## config.mk

```make
export PLATFORM = sky130hd
export DESIGN_NAME = ref_supervisor
export DESIGN_NICKNAME = d
export VERILOG_FILES = /design/src/rtl/ref_supervisor_pkg.sv /design/src/rtl/ref_mon.sv /design/src/rtl/ref_sel.sv /design/src/rtl/hold_avg.sv /design/src/rtl/ref_supervisor.sv
export SDC_FILE = /design/constraint.sdc
export NUM_CORES = 1
export LEC_CHECK = 0
export BUFFER_PORTS_ARGS = -buffer_cell sky130_fd_sc_hd__buf_2
export CORE_ASPECT_RATIO = 0.5
export CORE_MARGIN = 4
export CORE_UTILIZATION = 59
export DETAILED_ROUTE_END_ITERATION = 16
export GPL_TIMING_DRIVEN = 0
export PLACE_DENSITY = 0.84
export SLEW_MARGIN = 15
export SYNTH_ARGS = -nofsm -noshare
export SYNTH_HDL_FRONTEND = slang
export SYNTH_SLANG_ARGS = --single-unit
```

## constraint.sdc

```tcl
create_clock -name clk_i -period 6.3 [get_ports clk_i]
set_clock_uncertainty 0.2 [all_clocks]
set_input_delay 0.315 -clock clk_i [delete_from_list [all_inputs] [get_ports clk_i]]
set_output_delay 0.315 -clock clk_i [all_outputs]
set_load 0.005 [all_outputs]
```

## src/rtl/ref_supervisor_pkg.sv

```systemverilog
package ref_supervisor_pkg;
  typedef enum logic [1:0] {
    MODE_FREE = 2'd0,
    MODE_LOCK = 2'd1,
    MODE_HOLD = 2'd2
  } mode_e;
endpackage

```

## src/rtl/ref_mon.sv

```systemverilog
module ref_mon #(
  parameter int CNT_W  = 12,
  parameter int TMO_W  = 16,
  parameter int QUAL_W = 4,
  parameter int PH_W   = 16
) (
  input  logic              clk_i,
  input  logic              rst_ni,
  input  logic              pulse_i,
  input  logic              win_end_i,
  input  logic [CNT_W-1:0]  exp_i,
  input  logic [CNT_W-1:0]  tol_i,
  input  logic [TMO_W-1:0]  timeout_i,
  input  logic [QUAL_W-1:0] qual_i,
  input  logic [PH_W-1:0]   ts_i,
  output logic              valid_o,
  output logic [PH_W-1:0]   stamp_o
);
  logic [CNT_W-1:0]  edge_cnt;
  logic [CNT_W:0]    tot, diff;
  logic [TMO_W-1:0]  idle;
  logic [QUAL_W-1:0] run;
  logic [QUAL_W:0]   run_nxt;
  logic              win_ok, dead;

  always_comb begin
    tot     = {1'b0, edge_cnt} + {{CNT_W{1'b0}}, pulse_i};
    diff    = (tot > {1'b0, exp_i}) ? tot - {1'b0, exp_i} : {1'b0, exp_i} - tot;
    win_ok  = diff <= {1'b0, tol_i};
    dead    = idle >= timeout_i;
    run_nxt = {1'b0, run} + 1'b1;
  end

  always_ff @(posedge clk_i or negedge rst_ni) begin
    if (!rst_ni) begin
      edge_cnt <= '0;
      idle     <= '0;
      run      <= '0;
      valid_o  <= 1'b0;
      stamp_o  <= '0;
    end else begin
      edge_cnt <= win_end_i ? '0 : tot[CNT_W-1:0];
      if (pulse_i) begin
        idle    <= '0;
        stamp_o <= ts_i;
      end else if (idle != {TMO_W{1'b1}}) begin
        idle <= idle + 1'b1;
      end
      if (dead) begin
        valid_o <= 1'b0;
        run     <= '0;
      end else if (win_end_i) begin
        if (!win_ok) begin
          valid_o <= 1'b0;
          run     <= '0;
        end else begin
          if (run != {QUAL_W{1'b1}}) run <= run_nxt[QUAL_W-1:0];
          if (run_nxt >= {1'b0, qual_i}) valid_o <= 1'b1;
        end
      end
    end
  end
endmodule

```

## src/rtl/ref_sel.sv

```systemverilog
module ref_sel
  import ref_supervisor_pkg::*;
#(
  parameter int N_REF = 3,
  parameter int PH_W  = 16,
  localparam int SEL_W = (N_REF > 1) ? $clog2(N_REF) : 1
) (
  input  logic                       clk_i,
  input  logic                       rst_ni,
  input  logic [N_REF-1:0]           valid_i,
  input  logic [N_REF-1:0][PH_W-1:0] stamp_i,
  output mode_e                      mode_o,
  output logic [SEL_W-1:0]           sel_o,
  output logic                       irq_o,
  output logic [PH_W-1:0]            phase_o,
  output logic                       upd_o
);
  logic [SEL_W-1:0] pick;
  logic             any;

  always_comb begin
    any  = |valid_i;
    pick = '0;
    for (int i = N_REF - 1; i >= 0; i--) begin
      if (valid_i[i]) pick = i[SEL_W-1:0];
    end
    upd_o = (mode_o == MODE_LOCK) && valid_i[sel_o];
  end

  always_ff @(posedge clk_i or negedge rst_ni) begin
    if (!rst_ni) begin
      mode_o  <= MODE_FREE;
      sel_o   <= '0;
      irq_o   <= 1'b0;
      phase_o <= '0;
    end else begin
      irq_o <= 1'b0;
      unique case (mode_o)
        MODE_FREE: if (any) begin
          mode_o  <= MODE_LOCK;
          sel_o   <= pick;
          phase_o <= '0;
        end
        MODE_LOCK: if (!valid_i[sel_o]) begin
          irq_o <= 1'b1;
          if (any) begin
            sel_o   <= pick;
            phase_o <= stamp_i[pick] - stamp_i[sel_o];
          end else begin
            mode_o <= MODE_HOLD;
          end
        end
        MODE_HOLD: if (any) begin
          mode_o  <= MODE_LOCK;
          sel_o   <= pick;
          phase_o <= stamp_i[pick] - stamp_i[sel_o];
        end
        default: mode_o <= MODE_FREE;
      endcase
    end
  end
endmodule

```

## src/rtl/hold_avg.sv

```systemverilog
module hold_avg #(
  parameter int CW_W   = 24,
  parameter int FRAC_W = 8,
  parameter int K_W    = 3,
  localparam int AW    = CW_W + FRAC_W + 1
) (
  input  logic            clk_i,
  input  logic            rst_ni,
  input  logic            seed_i,
  input  logic            upd_i,
  input  logic [CW_W-1:0] nom_i,
  input  logic [CW_W-1:0] cw_i,
  input  logic [K_W-1:0]  k_i,
  output logic [CW_W-1:0] avg_o
);
  logic signed [AW-1:0] acc, target, seed, delta;

  always_comb begin
    target = $signed({1'b0, cw_i, {FRAC_W{1'b0}}});
    seed   = $signed({1'b0, nom_i, {FRAC_W{1'b0}}});
    delta  = (target - acc) >>> k_i;
    avg_o  = acc[CW_W+FRAC_W-1:FRAC_W];
  end

  always_ff @(posedge clk_i or negedge rst_ni) begin
    if (!rst_ni)     acc <= '0;
    else if (seed_i) acc <= seed;
    else if (upd_i)  acc <= acc + delta;
  end
endmodule

```

## src/rtl/ref_supervisor.sv

```systemverilog
module ref_supervisor
  import ref_supervisor_pkg::*;
#(
  parameter int N_REF  = 3,
  parameter int CNT_W  = 12,
  parameter int WIN_W  = 16,
  parameter int TMO_W  = 16,
  parameter int QUAL_W = 4,
  parameter int CW_W   = 24,
  parameter int FRAC_W = 8,
  parameter int K_W    = 3,
  parameter int PH_W   = 16,
  localparam int SEL_W = (N_REF > 1) ? $clog2(N_REF) : 1
) (
  input  logic              clk_i,
  input  logic              rst_ni,
  input  logic [N_REF-1:0]  ref_pulse_i,
  input  logic [CW_W-1:0]   cw_i,
  input  logic [CW_W-1:0]   nom_cw_i,
  input  logic [WIN_W-1:0]  win_len_i,
  input  logic [CNT_W-1:0]  exp_cnt_i,
  input  logic [CNT_W-1:0]  tol_i,
  input  logic [TMO_W-1:0]  timeout_i,
  input  logic [QUAL_W-1:0] qual_i,
  input  logic [K_W-1:0]    avg_shift_i,
  output logic [SEL_W-1:0]  sel_o,
  output logic [1:0]        mode_o,
  output logic [CW_W-1:0]   freq_o,
  output logic [PH_W-1:0]   phase_off_o,
  output logic              irq_o
);
  logic [WIN_W-1:0]            win_cnt;
  logic                        win_end;
  logic [PH_W-1:0]             ts;
  logic [N_REF-1:0]            ref_valid;
  logic [N_REF-1:0][PH_W-1:0]  stamps;
  mode_e                       mode;
  logic                        upd;
  logic [CW_W-1:0]             avg;

  assign win_end = win_cnt >= (win_len_i - 1'b1);

  always_ff @(posedge clk_i or negedge rst_ni) begin
    if (!rst_ni) begin
      win_cnt <= '0;
      ts      <= '0;
    end else begin
      win_cnt <= win_end ? '0 : win_cnt + 1'b1;
      ts      <= ts + 1'b1;
    end
  end

  for (genvar g = 0; g < N_REF; g++) begin : g_mon
    ref_mon #(.CNT_W(CNT_W), .TMO_W(TMO_W), .QUAL_W(QUAL_W), .PH_W(PH_W)) u_mon (
      .clk_i     (clk_i),
      .rst_ni    (rst_ni),
      .pulse_i   (ref_pulse_i[g]),
      .win_end_i (win_end),
      .exp_i     (exp_cnt_i),
      .tol_i     (tol_i),
      .timeout_i (timeout_i),
      .qual_i    (qual_i),
      .ts_i      (ts),
      .valid_o   (ref_valid[g]),
      .stamp_o   (stamps[g])
    );
  end

  ref_sel #(.N_REF(N_REF), .PH_W(PH_W)) u_sel (
    .clk_i   (clk_i),
    .rst_ni  (rst_ni),
    .valid_i (ref_valid),
    .stamp_i (stamps),
    .mode_o  (mode),
    .sel_o   (sel_o),
    .irq_o   (irq_o),
    .phase_o (phase_off_o),
    .upd_o   (upd)
  );

  hold_avg #(.CW_W(CW_W), .FRAC_W(FRAC_W), .K_W(K_W)) u_avg (
    .clk_i  (clk_i),
    .rst_ni (rst_ni),
    .seed_i (mode == MODE_FREE),
    .upd_i  (upd),
    .nom_i  (nom_cw_i),
    .cw_i   (cw_i),
    .k_i    (avg_shift_i),
    .avg_o  (avg)
  );

  always_comb begin
    mode_o = mode;
    unique case (mode)
      MODE_LOCK: freq_o = cw_i;
      MODE_HOLD: freq_o = avg;
      default:   freq_o = nom_cw_i;
    endcase
  end
endmodule

```

==> impl_results.rst <==
.. list-table::
   :header-rows: 1

   * - Metric
     - Value
   * - Seq/Total Area, Yosys
     - 0.265
   * - Kind of path behind the tightest hold check
     - primary input to register
   * - Routed vias/inst
     - between 6 and 7
   * - Final setup viols
     - 0
   * - Sink Count
     - 233
   * - Max Cap Viol
     - 0
   * - CTS tree
     - done
   * - Post-synthesis instance area
     - 22,000 um2
   * - Signed area change from the synthesized netlist to the final layout
     - 14.2%
   * - Worst-case vdd ir drop
     - approximately 0.28 mV
   * - Met1 track demand over resource
     - 0.386
   * - Number of distinct library cells after synthesis
     - 84
   * - Register clock-pin slew on the reported worst setup and hold paths
     - roughly 0.07 ns
   * - Num rows
     - 49
   * - Initial antenna violation count
     - 0
   * - Worst-case headroom to the max-slew limit
     - 0.374
   * - Floorplan die width
     - 281 um
   * - Setup_tns
     - 0 ns
   * - Path depth of the worst reg2reg path
     - 24
   * - Antenna Nets Post-Route
     - 0
   * - Leading register cell type out of synthesis
     - sky130_fd_sc_hd__dfrtp_1
   * - Share of final-layout standard cells stronger than drive strength 1
     - 0.141
   * - DRC viols
     - 0
   * - Fraction of synthesized cell area taken by the top area cell type
     - 0.265
   * - Crit-path max cell delay
     - roughly 0.45 ns
   * - Number of hold violations in the final report
     - 0
   * - EDFF count, synth
     - 0
   * - Slew at the pin closest to its max-slew limit
     - slightly above 0.9 ns
   * - Gr busiest metal
     - met2
   * - Element type at the critical path start
     - register
   * - Critical path peak fanout
     - 4
   * - Wire length of the first global-routing pass
     - 99,000 um
   * - Final antenna diode count
     - 0
   * - Total nets after synthesis
     - approximately 3,000
   * - Total CTS buffers
     - 23
   * - Commonest non-fill, non-tap cell in the layout
     - sky130_fd_sc_hd__ha_1
   * - Total overflow reported by the global router
     - 0
   * - Pre-antenna DRT Iters
     - 5
   * - Critical-path top delay cell
     - sky130_fd_sc_hd__dfrtp_1
   * - Synthesized flop and latch total
     - ~230
   * - Static Leak
     - between 10 and 15 nW
   * - Reg-to-reg endpoint
     - u_avg.acc[29]$_DFFE_PN0P_
   * - Routed wirelength normalized by instance count
     - 18.8 um
   * - RePlAce Congestion
     - 0.984
   * - Top cells by area, synth
     - sky130_fd_sc_hd__dfrtp_1 (26%), sky130_fd_sc_hd__ha_1 (16%), sky130_fd_sc_hd__a21oi_1 (4.8%)
   * - Clock Path Buffers
     - 3
   * - IO Count
     - between 150 and 200
   * - Run status
     - finished, final reports clean
   * - Arrival time of the worst setup path
     - approximately 6.4 ns
   * - Largest net degree at the start of global routing
     - 86
   * - Cell family with most CP delay
     - compound AO/OA/AOI/OAI gates
   * - Buffers & Inverters on Critical Path
     - 1
   * - Number of global-route vias before repair
     - a little under 20,000
   * - Max Freq
     - ~0.16 GHz
   * - Root buf cell
     - sky130_fd_sc_hd__clkbuf_16
   * - HPWL after DPL
     - between 40,000 and 50,000 um
   * - Worst hold stages
     - 2
   * - Pins over their slew limit
     - 0
   * - Critical path capture point type
     - register
   * - FF-to-FF setup slack
     - 0.13 ns
   * - Worst endpoint required time
     - roughly 6.5 ns
   * - Final routed wirelength across all metal layers
     - ~63,000 um
   * - Category of the critical setup timing path
     - register to register
   * - RR Startpoint
     - u_avg.acc[0]$_DFFE_PN0P_
   * - Async set-or-reset flop fraction in the synthesized netlist
     - 1.00
   * - Number of input and output port buffers inserted
     - about 160
   * - Vias after detailed routing
     - 20,700
   * - Die area
     - 40,600 um2
   * - Final period demand of the worst path
     - 6.17 ns
   * - Post-layout instance count excluding filler cells
     - ~3,400
   * - Count of warnings emitted by yosys
     - 0
   * - Clock latency on the worst-skew pair
     - about 0.55 ns
   * - Number of placed instances, taps included
     - 3,273
   * - Post-route clock period utilization
     - 0.979
   * - Post-synthesis instance total
     - around 2,600
   * - Met3 Usage GRT
     - 0.0413
   * - Initial Utilization
     - 0.605
   * - Die Span Y
     - about 140 um
   * - Global-route usage over all layers
     - 0.297
   * - Hold Path End
     - g_mon[1].u_mon.stamp_o[0]$_DFFE_PN0P_
   * - Most used cells in the layout excluding fill and tap cells
     - sky130_fd_sc_hd__ha_1 (264), sky130_fd_sc_hd__nor2_1 (254), sky130_fd_sc_hd__dfrtp_1 (233)
   * - Ratio of total power to cell area
     - just over 400 nW/um2
   * - Mean instance size in the synthesized netlist
     - ~8.4 um2
   * - Drt initial violations
     - around 1,800
   * - Total number of H-tree levels
     - 1
   * - Core region area
     - ~36,000 um2
   * - Cell taking the most area after synthesis
     - sky130_fd_sc_hd__dfrtp_1
   * - Cell-by-cell trace of the critical path
     - inv_1 -> ha_2 -> nor4b_4 -> nand4_1 -> a21oi_4 -> o21ai_4 -> o221ai_2 -> a41oi_1 -> xnor2_1 -> mux2_2 -> mux2i_1 -> o21ai_1 -> ha_1 -> a21oi_1 -> o21ai_1 -> or3b_1 -> a311o_1 -> nor2b_4 -> a211o_2 -> o2111ai_4 -> nand3b_2 -> a21oi_2 -> xnor2_1 -> a221o_1
   * - Count of nets after finishing
     - 3,253
   * - GR Layer Usage met2
     - 0.510
   * - Worst Hold Launch
     - ref_pulse_i[1]
-- per-stage QoR --
| stage | setup slack, ns | hold slack [ns] | instance area (um2) | util | total power, W |
|---|---|---|---|---|---|
| after floorplan | 0.578 | -0.181 | 22000 | - | 0.00678 |
| after global placement | -1.17 | 0.261 | 23400 | 0.644 | 0.00830 |
| after detailed placement | -0.914 | 0.157 | 23500 | 0.646 | 0.00845 |
| after CTS | -0.0145 | 0.0246 | 24700 | 0.679 | 0.0100 |
| after global routing | -0.108 | 0.0361 | 25100 | 0.691 | 0.0112 |
| final | 0.135 | 0.0522 | 25100 | 0.691 | 0.0104 |
-- state kept, by name, indices dropped and copies added, names as in the netlist --
signal	count
ts	16
g_mon.u_mon.idle	48
g_mon.u_mon.stamp_o	48
u_sel.mode_o	2
u_sel.phase_o	16
win_cnt	16
g_mon.u_mon.valid_o	3
u_avg.acc	33
u_sel.sel_o	2
g_mon.u_mon.edge_cnt	36
u_sel.irq_o	1
g_mon.u_mon.run	12
-- layer usage --
metal	wire length, um	part of all wire
met3	4880	0.077
met1	26300	0.42
met5	0	0
met2	29400	0.47
met4	2450	0.039
-- cells in the mapped netlist (all sizes together) (76+ instances only) --
cell	instances
nand2	200
dfrtp	233
a21o	88
inv	172
a21oi	213
ha	275
xnor2	102
nor2	256
xor2	96
mux2i	102
mux2	76
o21ai	179
-- power breakdown --
part / internal (W) / switching (W) / total [W]
logic: 0.00288 / 0.00407 / 0.00695
registers: 0.00173 / 0.000255 / 0.00199
clock network: 0.000780 / 0.000692 / 0.00147
-- cell families (layout without fill, tap and decap cells) --
| logic type | after synthesis | count (layout) | share of synthesized area |
|---|---|---|---|
| xor gates and xnor gates | 198 | 198 | 0.0788 |
| DFF | 233 | 233 | 0.265 |
| and+or+nand+nor | 794 | 794 | 0.170 |
| adders and majority gates | 283 | 283 | 0.164 |
| AOI/OAI and AO/OA | 673 | 673 | 0.190 |
| muxes | 178 | 178 | 0.0853 |
| buffers and inverters | 271 | 512 | 0.0472 |
-- area by class of cell --
type	instances	area [um2]
buffer	96	408
clock buffer	23	576
clock inverter	19	209
fill	2809	11200
inverter	173	649
multi-input combinational	2126	15600
sequential	233	5830
tap	484	606
timing repair buffer	201	1230
-- worst max path at each step --
stage               slack, ns  depth (start not counted)                                 start                                end
floorplan                0.58                         28  g_mon[0].u_mon.edge_cnt[0]$_DFF_PN0_  g_mon[0].u_mon.run[0]$_DFFE_PN0P_
global placement        -1.17                         29                        ref_pulse_i[0]  g_mon[0].u_mon.run[0]$_DFFE_PN0P_
detailed placement      -0.91                         29                        ref_pulse_i[0]  g_mon[0].u_mon.run[1]$_DFFE_PN0P_
CTS                     -0.01                         29  g_mon[0].u_mon.edge_cnt[0]$_DFF_PN0_  g_mon[0].u_mon.run[0]$_DFFE_PN0P_
global route            -0.11                         26  g_mon[2].u_mon.edge_cnt[3]$_DFF_PN0_  g_mon[2].u_mon.run[0]$_DFFE_PN0P_
finish                   0.13                         24              u_avg.acc[0]$_DFFE_PN0P_          u_avg.acc[29]$_DFFE_PN0P_
-- timing repair --
action | CTS | global route
pin swaps | 3 | 27
resized for setup | 27 | 79
hold buffers | 26 | 0
buffers inserted | 3 | 13
setup endpoints to repair | 20 | 24
endpoints found under the hold margin | 110 | 0
Power figures use the tool's default switching activity.
